[config.mk]
export PLATFORM = sky130hd
export DESIGN_NAME = uart_rx_brk
export DESIGN_NICKNAME = d
export VERILOG_FILES = /design/src/rtl/uart_rx_pkg.sv /design/src/rtl/rx_sync.sv /design/src/rtl/rx_vote.sv /design/src/rtl/rx_frame.sv /design/src/rtl/uart_rx_brk.sv
export SDC_FILE = /design/constraint.sdc
export NUM_CORES = 1
export LEC_CHECK = 0
export CAP_MARGIN = 10
export CORE_MARGIN = 1.5
export CORE_UTILIZATION = 25
export CTS_BUF_LIST = sky130_fd_sc_hd__clkbuf_4 sky130_fd_sc_hd__clkbuf_8
export CTS_CLUSTER_DIAMETER = 200
export DETAILED_ROUTE_END_ITERATION = 10
export DONT_BUFFER_PORTS = 1
export SYNTH_ARGS = -nofsm -noshare
export SYNTH_HDL_FRONTEND = slang
export SYNTH_SLANG_ARGS = --single-unit
[constraint.sdc]
create_clock -name clk -period 2.49 [get_ports clk]
set_clock_uncertainty 0.15 [all_clocks]
set_input_delay 0.3735 -clock clk [delete_from_list [all_inputs] [get_ports clk]]
set_output_delay 0.3735 -clock clk [all_outputs]
set_load 0.1 [all_outputs]
[src/rtl/uart_rx_pkg.sv]
package uart_rx_pkg;
  typedef enum logic [1:0] {RX_IDLE, RX_START, RX_DATA, RX_STOP} rx_state_e;
  localparam int CHAR_MAX = 9;
endpackage

[src/rtl/rx_sync.sv]
module rx_sync #(
  parameter int STAGES = 2
) (
  input  logic clk,
  input  logic rst,
  input  logic din,
  output logic dout
);
  logic [STAGES-1:0] chain;

  always_ff @(posedge clk) begin
    if (rst) chain <= '1;
    else     chain <= {chain[STAGES-2:0], din};
  end

  assign dout = chain[STAGES-1];
endmodule

[src/rtl/rx_vote.sv]
module rx_vote #(
  parameter int CW    = 4,
  parameter int FIRST = 7
) (
  input  logic          clk,
  input  logic          rst,
  input  logic          tick,
  input  logic [CW-1:0] cnt,
  input  logic          din,
  output logic          bit_val,
  output logic          disagree
);
  localparam logic [CW-1:0] PT_A = CW'(FIRST);
  localparam logic [CW-1:0] PT_B = CW'(FIRST + 1);

  logic s_a, s_b;

  always_ff @(posedge clk) begin
    if (rst) begin
      s_a <= 1'b1;
      s_b <= 1'b1;
    end else if (tick) begin
      if (cnt == PT_A) s_a <= din;
      if (cnt == PT_B) s_b <= din;
    end
  end

  // third sample is the live input on the closing tick
  assign bit_val  = (s_a & s_b) | (s_a & din) | (s_b & din);
  assign disagree = !((s_a == s_b) && (s_b == din));
endmodule

[src/rtl/rx_frame.sv]
module rx_frame
  import uart_rx_pkg::*;
#(
  parameter int OSR = 16
) (
  input  logic                clk,
  input  logic                rst,
  input  logic                tick,
  input  logic                rxd_s,
  input  logic                nine_bit,
  output logic                done,
  output logic [CHAR_MAX-1:0] data,
  output logic                stop_val,
  output logic                noisy,
  output logic                active
);
  localparam int CW = $clog2(OSR);
  localparam logic [CW-1:0] P_LO  = CW'(OSR/2 - 1);
  localparam logic [CW-1:0] P_HI  = CW'(OSR/2 + 1);
  localparam logic [CW-1:0] P_END = CW'(OSR - 1);

  rx_state_e           state;
  logic [CW-1:0]       cnt;
  logic [3:0]          idx;
  logic [CHAR_MAX-1:0] sh;
  logic                nacc, armed, nb_q;
  logic                vbit, vnoise;

  rx_vote #(.CW(CW), .FIRST(OSR/2 - 1)) u_vote (
    .clk(clk), .rst(rst), .tick(tick), .cnt(cnt), .din(rxd_s),
    .bit_val(vbit), .disagree(vnoise)
  );

  always_ff @(posedge clk) begin
    if (rst) begin
      state <= RX_IDLE; cnt <= '0; idx <= '0; sh <= '0;
      nacc <= 1'b0; armed <= 1'b0; nb_q <= 1'b0;
      done <= 1'b0; data <= '0; stop_val <= 1'b1; noisy <= 1'b0; active <= 1'b0;
    end else begin
      done <= 1'b0;
      if (tick) begin
        case (state)
          RX_IDLE: begin
            if (rxd_s) armed <= 1'b1;
            else if (armed) begin
              state <= RX_START; cnt <= CW'(1); nacc <= 1'b0;
              sh <= '0; nb_q <= nine_bit;
            end
          end
          RX_START: begin
            cnt <= cnt + 1'b1;
            if (cnt == P_HI) begin
              if (vbit) begin
                state <= RX_IDLE; armed <= 1'b0;
              end else begin
                active <= 1'b1; nacc <= vnoise;
              end
            end
            if (cnt == P_END) begin
              state <= RX_DATA; cnt <= '0; idx <= '0;
            end
          end
          RX_DATA: begin
            cnt <= cnt + 1'b1;
            if (cnt == P_HI) begin
              sh[idx] <= vbit;
              nacc <= nacc | vnoise;
            end
            if (cnt == P_END) begin
              cnt <= '0;
              if (idx == (nb_q ? 4'd8 : 4'd7)) state <= RX_STOP;
              else idx <= idx + 1'b1;
            end
          end
          RX_STOP: begin
            cnt <= cnt + 1'b1;
            if (cnt == P_HI) begin
              done <= 1'b1; data <= sh; stop_val <= vbit;
              noisy <= nacc | vnoise; active <= 1'b0;
              state <= RX_IDLE; armed <= 1'b0; cnt <= '0;
            end
          end
          default: state <= RX_IDLE;
        endcase
      end
    end
  end
endmodule

[src/rtl/uart_rx_brk.sv]
module uart_rx_brk
  import uart_rx_pkg::*;
#(
  parameter int OSR         = 16,
  parameter int SYNC_STAGES = 2
) (
  input  logic                clk,
  input  logic                rst,
  input  logic                os_tick,
  input  logic                rxd,
  input  logic                nine_bit,
  input  logic                par_en,
  input  logic [1:0]          wm_sel,
  input  logic                rd_ack,
  output logic [CHAR_MAX-1:0] rx_data,
  output logic                data_full,
  output logic                frame_err,
  output logic                par_err,
  output logic                ovr_err,
  output logic                noise_err,
  output logic                rx_active,
  output logic                brk_pulse
);
  logic                rxd_s;
  logic                f_done, f_stop, f_noise;
  logic [CHAR_MAX-1:0] f_data;
  logic                is_brk, par_bad, full_now;

  rx_sync #(.STAGES(SYNC_STAGES)) u_sync (
    .clk(clk), .rst(rst), .din(rxd), .dout(rxd_s)
  );

  rx_frame #(.OSR(OSR)) u_frame (
    .clk(clk), .rst(rst), .tick(os_tick), .rxd_s(rxd_s), .nine_bit(nine_bit),
    .done(f_done), .data(f_data), .stop_val(f_stop), .noisy(f_noise),
    .active(rx_active)
  );

  assign is_brk   = (f_data == '0) && !f_stop;
  assign par_bad  = par_en && (^f_data);
  assign full_now = data_full && !rd_ack;

  always_ff @(posedge clk) begin
    if (rst) begin
      rx_data <= '0; data_full <= 1'b0; frame_err <= 1'b0; par_err <= 1'b0;
      ovr_err <= 1'b0; noise_err <= 1'b0; brk_pulse <= 1'b0;
    end else begin
      brk_pulse <= 1'b0;
      if (rd_ack) begin
        data_full <= 1'b0; frame_err <= 1'b0; par_err <= 1'b0;
        ovr_err <= 1'b0; noise_err <= 1'b0;
      end
      if (f_done) begin
        brk_pulse <= is_brk;
        if (full_now) begin
          ovr_err <= 1'b1;
          if (is_brk) begin
            frame_err <= 1'b1;
            rx_data   <= '0;
          end
        end else begin
          rx_data   <= is_brk ? '0 : f_data;
          data_full <= !is_brk || (wm_sel == 2'b00);
          frame_err <= !f_stop;
          par_err   <= par_bad;
          noise_err <= f_noise;
        end
      end
    end
  end
endmodule

==> flow_summary.ini, run 1 <==
[run_status]
status = complete, no violations

[routing]
drtPass1Iterations = 4
via_count = 2269
wl_per_cell_um = 12.3
viasPerCell = 4.74
drtIter0Drc = 107
route.detailed.drc = 0
postRouteAntennaNets = 0
wl_um = 5880

[finish]
final_core_util_pct = 28.9
final_cell_mix = 54 x dfxtp_1, 42 x nand2_1, 29 x nor2_1
n_antenna_cell = 0
area_growth_syn_to_layout_pct = 13.0
layout_commonest_cell = dfxtp_1
drive_gt1_share_pct = 12.1
num-nets-final = 366
stdcell_area_mm2 = 0.00312

[sta]
period_minus_slack_ns = 2.08
setup_tns_ns = 0
worst_slack_ns = 0.408
finalHoldViolations = 0
worst_slew_pin_slew_ns = 0.701
slew_viol_final = 0
slew_headroom_pct = 52.9
max_freq_mhz = 480
rsz0062_at_grt = no
report.final.setup_viol = 0
min_period_over_period_pct = 83.6

[logic_synthesis]
yosys_warnings = 0
synth-async-reset-ratio_pct = 0
synth_ff_type = dfxtp_1
synth_edf_count = 0
netlist_area_mm2 = 0.00276
synth-seq-cells = 54
synth_cells = 325
synth_area_leader_cell = dfxtp_1
avgSynthCellArea_um2 = 8.50
syn-num-nets = 353
synth_area_leaders = dfxtp_1 39%, ha_1 8.6%, nand2_1 5.7%
ys_seq_area_share_pct = 39.1
synth_cell_types = 56
yosys.area.top_type_share_pct = 39.1

[clock_network]
clock_path_buffers = 2
post_cts_resized = 0
cts_setup_buffers = 0
cts_tree = yes
ctsRootBufferMaster = clkbuf_8
clkLatencyLatePin_ns = 0.30
h-tree-depth = 2
cts-buffers-inserted = 5
clk_pin_slew_ns = 0.10
clkSinkCount = 54

[critical_path]
reg2reg_depth = 7
cp_cell_sequence = inv_1, ha_1, nor4bb_1, and3b_1, nor4b_4, nand2_1, nand2_1
crit_type = flop to flop
cp-start-kind = flop
cp_data_required_time_ns = 2.59
worstSetupEndpointType = flop
r2r_end = u_frame.sh[0]
reg2reg_from = u_frame.state[0]
endpoint = u_frame.sh[0]
critPathArrivalTime_ns = 2.18
rrSetupSlack_ns = 0.41
startpoint = u_frame.state[0]
max_stage_delay_ns = 0.36
cpMaxStageDelayCell = dfxtp_1
cp_max_fo = 9
cpMostUsedCell = nand2_1

[global_routing]
grt_pass1_wl_um = 10100
gr-total-overflow = 0
grt_pass1_vias = 2186
grt_max_degree = 35
grtUsageTotal_pct = 10.6
antenna_found_initial = 0

[die]
ioPinCount = 25
die-width_um = 108
start_util_pct = 25.6
die_area_mm2 = 0.0117
core_mm2 = 0.0108
rows = 38
die_h_um = 108

[place]
io_buffers = 0
gp_congestion = 0.794
detailed_place.area_mm2 = 0.00297
dp_slack_ns = 0.442
hpwl_um = 4160

[min_path]
hp-start = rst
hp-class = input port to flop

[power_and_ir_drop]
powerDensity_mw_per_mm2 = 486
total_power_w = 0.00152
leakagePower_nw = 1.15
vdd_drop_max_mv = 0.201

[flow_run]
drv_cap = 0
-- layout make-up --
cell class                      instances  area [um^2]
Tap cell                              140          175
Timing Repair Buffer                   23          190
Multi-Input combinational cell        233         1480
Inverter                               21         78.8
Clock inverter                          2         37.5
Clock buffer                            6         76.3
Fill cell                            1155         7670
Sequential cell                        54         1080
-- flip-flops by register name (all words and copies together) (netlist names), 2 cells and up, named ones only --
register and flops:
rx_data 9, u_frame.cnt 4, u_frame.data 9, u_frame.idx 4
u_frame.sh 9, u_sync.chain 2
-- synth_stat cells (all sizes together) (4+ instances only) --
library cell / n
o21ai: 17
ha: 19
inv: 21
dfxtp: 54
nand3: 10
a22oi: 13
nor2: 29
nand2: 42
nor3: 8
buf: 11
a21oi: 27
nand4b: 5
nand3b: 4
xnor2: 4
or2: 4
clkbuf: 5
-- metrics by stage --
stage	cells	hold WS [ns]
2_1_floorplan	325	0.239
3_3_place_gp	468	0.251
3_5_place_dp	468	0.252
4_1_cts	479	0.00279
5_1_grt	479	0.00157
6_report	479	0.0184
-- cells by family after synthesis --
family | synth area share (%)
AO/OA/AOI/OAI | 18.1
XOR/XNOR | 1.27
adder cells (fa/ha/maj) | 8.61
buffers and inverters | 7.16
flip-flops | 39.1
multiplexers | 1.13
AND/OR/NAND/NOR | 24.6
-- timing repair --
action,in CTS,in global routing
setup endpoints to repair,0,0
hold endpoints to repair,34,0
hold buffers,3,0
-- critical path, delay by kind of cell (launching register included) --
| family | cells | cell delay, ns |
|---|---|---|
| fa+ha+maj | 1 | 0.33 |
| buf+inv | 1 | 0.13 |
| flops | 1 | 0.36 |
| simple gates | 5 | 1.05 |
-- power breakdown --
group / leakage, nW / internal, W / switching (W)
combinational: 0.656 / 0.0000214 / 0.0000312
sequential: 0.436 / 0.000867 / 0.00000395
clock: 0.0548 / 0.000311 / 0.000282
total: 1.15 / 0.00120 / 0.000317
-- worst min-delay path by stage --
stage                                     to  slack (ns)  depth (start not counted)
after detailed placement     u_sync.chain[1]        0.25                          1
final                     u_frame.u_vote.s_b        0.02                          1
after global placement       u_sync.chain[1]        0.25                          1
after CTS                 u_frame.u_vote.s_b       0.003                          1
after global routing         u_sync.chain[0]       0.002                          1
after floorplan              u_sync.chain[1]        0.24                          1
-- per-layer routing --
layer  vias to the layer above  global-route usage [%]  wire length [um]
li1                       1158                       -                 -
met1                      1076                    13.3              2880
met2                        31                    18.5              2750
met3                         4                    2.17               214
met4                         0                    2.82                39
met5                         -                       0                 0
No activity file was read; power rests on OpenSTA's default activity.
==> inputs of run 2 (changes only) <==
clock period = 1.8 ns   (was 2.49 ns; I/O delays follow)
==> flow_summary.ini, run 2 (synthesis results as in run 1) <==
[routing]
via_count = 2447
postRouteAntennaNets = 0
drtPass1Iterations = 4
wl_um = 6890
wl_per_cell_um = 13.2
drtIter0Drc = 108
route.detailed.drc = 0
viasPerCell = 4.69

[finish]
fillCellCount = 1092
multi_input_area_mm2 = 0.00168
drive_gt1_share_pct = 29.8
instances_no_fill = 522
seqCellArea_mm2 = 0.00109
reg.largest.list = rx_data x9, u_frame.data x9, u_frame.sh x9
num-nets-final = 409
area_growth_syn_to_layout_pct = 33.4
final_cell_mix = 54 x buf_4, 48 x dfxtp_1, 42 x nand2_1
layout_commonest_cell = buf_4
n_antenna_cell = 0

[critical_path]
worstSetupEndpointType = flop
crit_type = flop to flop
critPathArrivalTime_ns = 1.94
rrSetupSlack_ns = -0.07
cp_max_fo = 7
cp-start-kind = flop
cp_data_required_time_ns = 1.88

[global_routing]
grt_max_degree = 53
grt_pass1_wl_um = 10800
grt_pass1_vias = 2296
gr-total-overflow = 0
grtUsageTotal_pct = 11.5
antenna_found_initial = 1

[die]
start_util_pct = 25.6
core_mm2 = 0.0108
die_h_um = 108
die_area_mm2 = 0.0117
rows = 38
ioPinCount = 25
die-width_um = 108

[power_and_ir_drop]
powerDensity_mw_per_mm2 = 588
swShare_pct = 23.0
seq_power_share_pct = 55.5
p_int_w = 0.00167
vdd_drop_max_mv = 0.309
power_frac_comb_pct = 5.0
clkPwrFrac_pct = 39.5
power.switching_w = 0.000498
leakagePower_nw = 1.37

[sta]
slew_viol_final = 0
finalHoldViolations = 0
worst_slack_ns = -0.0674
worst_slew_pin_slew_ns = 0.424
min_period_over_period_pct = 104
slew_headroom_pct = 71.7
period_minus_slack_ns = 1.87
report.final.setup_viol = 8
rsz0062_at_grt = yes
max_freq_mhz = 536

[place]
io_buffers = 0
gp_congestion = 0.830
hpwl_um = 4600
dp_slack_ns = -0.125
post-place-cells = 497

[clock_network]
h-tree-depth = 2
clkLatencyLatePin_ns = 0.31
clkSinkCount = 54
clock_path_buffers = 2
cts-buffers-inserted = 5
clk_pin_slew_ns = 0.10
ctsRootBufferMaster = clkbuf_8
cts_tree = yes

[flow_run]
drv_cap = 0

[run_status]
violations = negative setup slack
status = complete, but fails checks

[min_path]
hp-class = input port to flop
## run 2: cell types whose count changed in the layout (fill, tap and decap cells not counted), sizes merged
cell | previous run | this run
dlygate4sd3 | 2 | 10
clkinv | 0 | 1
clkbuf | 6 | 5
buf | 21 | 56
## run 2: repair_timing
action	in CTS	in global routing
hold endpoints to repair	52	45
pin swaps	1	17
hold buffers	7	4
resized for setup	16	37
buffers inserted	0	6
endpoints found under the setup margin	36	34
## run 2: path summary, 6_finish.rpt
check                           cells after the start          start          endpoint
worst max-delay path                                8           flop  u_frame.state[0]
worst min-delay path                                3      wm_sel[0]         data_full
worst max register to register                      8           flop  u_frame.state[0]
worst min register to register                      2  u_frame.sh[4]   u_frame.data[4]
## run 2: per-layer routing
| metal | GRT usage [%] | wire length, um | up-vias |
|---|---|---|---|
| li1 | - | - | 1245 |
| met1 | 14.2 | 3170 | 1154 |
| met2 | 19.7 | 3320 | 44 |
| met3 | 2.53 | 327 | 4 |
| met4 | 3.95 | 73 | 0 |
| met5 | 0 | 0 | - |
## run 2: layout make-up
type / instances / share of cell area (%)
multi-input cells: 233 / 45.6
clock inverters: 3 / 1.29
well taps: 140 / 4.75
clock buffers: 5 / 1.87
repair buffers: 66 / 14.6
inverters: 21 / 2.31
flip-flops and latches: 54 / 29.6
## run 2: power by group through the flow
stage / Sequential (W) / Clock (W) / Combinational (W)
after floorplan: 0.00123 / 0 / 0.0000628
after global routing: 0.00120 / 0.000917 / 0.000117
after detailed placement: 0.00123 / 0 / 0.0000615
after global placement: 0.00123 / 0 / 0.0000600
after CTS: 0.00120 / 0.000880 / 0.0000714
final: 0.00120 / 0.000857 / 0.000108
## run 2: critical path: stages (launching register included)
cell and delay [ns]:
dfxtp_4 0.41, clkinvlp_4 0.13, buf_4 0.16, ha_4 0.18, nor2_1 0.18, o2bb2ai_2 0.08, o22ai_2 0.16, a31oi_1 0.12
a211oi_1 0.19
## run 2: stage by stage
stage          util [%]  total power (W)  hold WS, ns  TNS (ns)  cell area, um^2
2_1_floorplan         -          0.00129        0.199         0             2760
3_3_place_gp       29.5          0.00129        0.200    -0.395             3190
3_5_place_dp       29.5          0.00129        0.201     -1.30             3190
4_1_cts            31.8          0.00215       -0.141  -0.00408             3430
5_1_grt            34.1          0.00224       0.0333     -1.25             3680
6_report           34.1          0.00217       0.0270    -0.277             3680
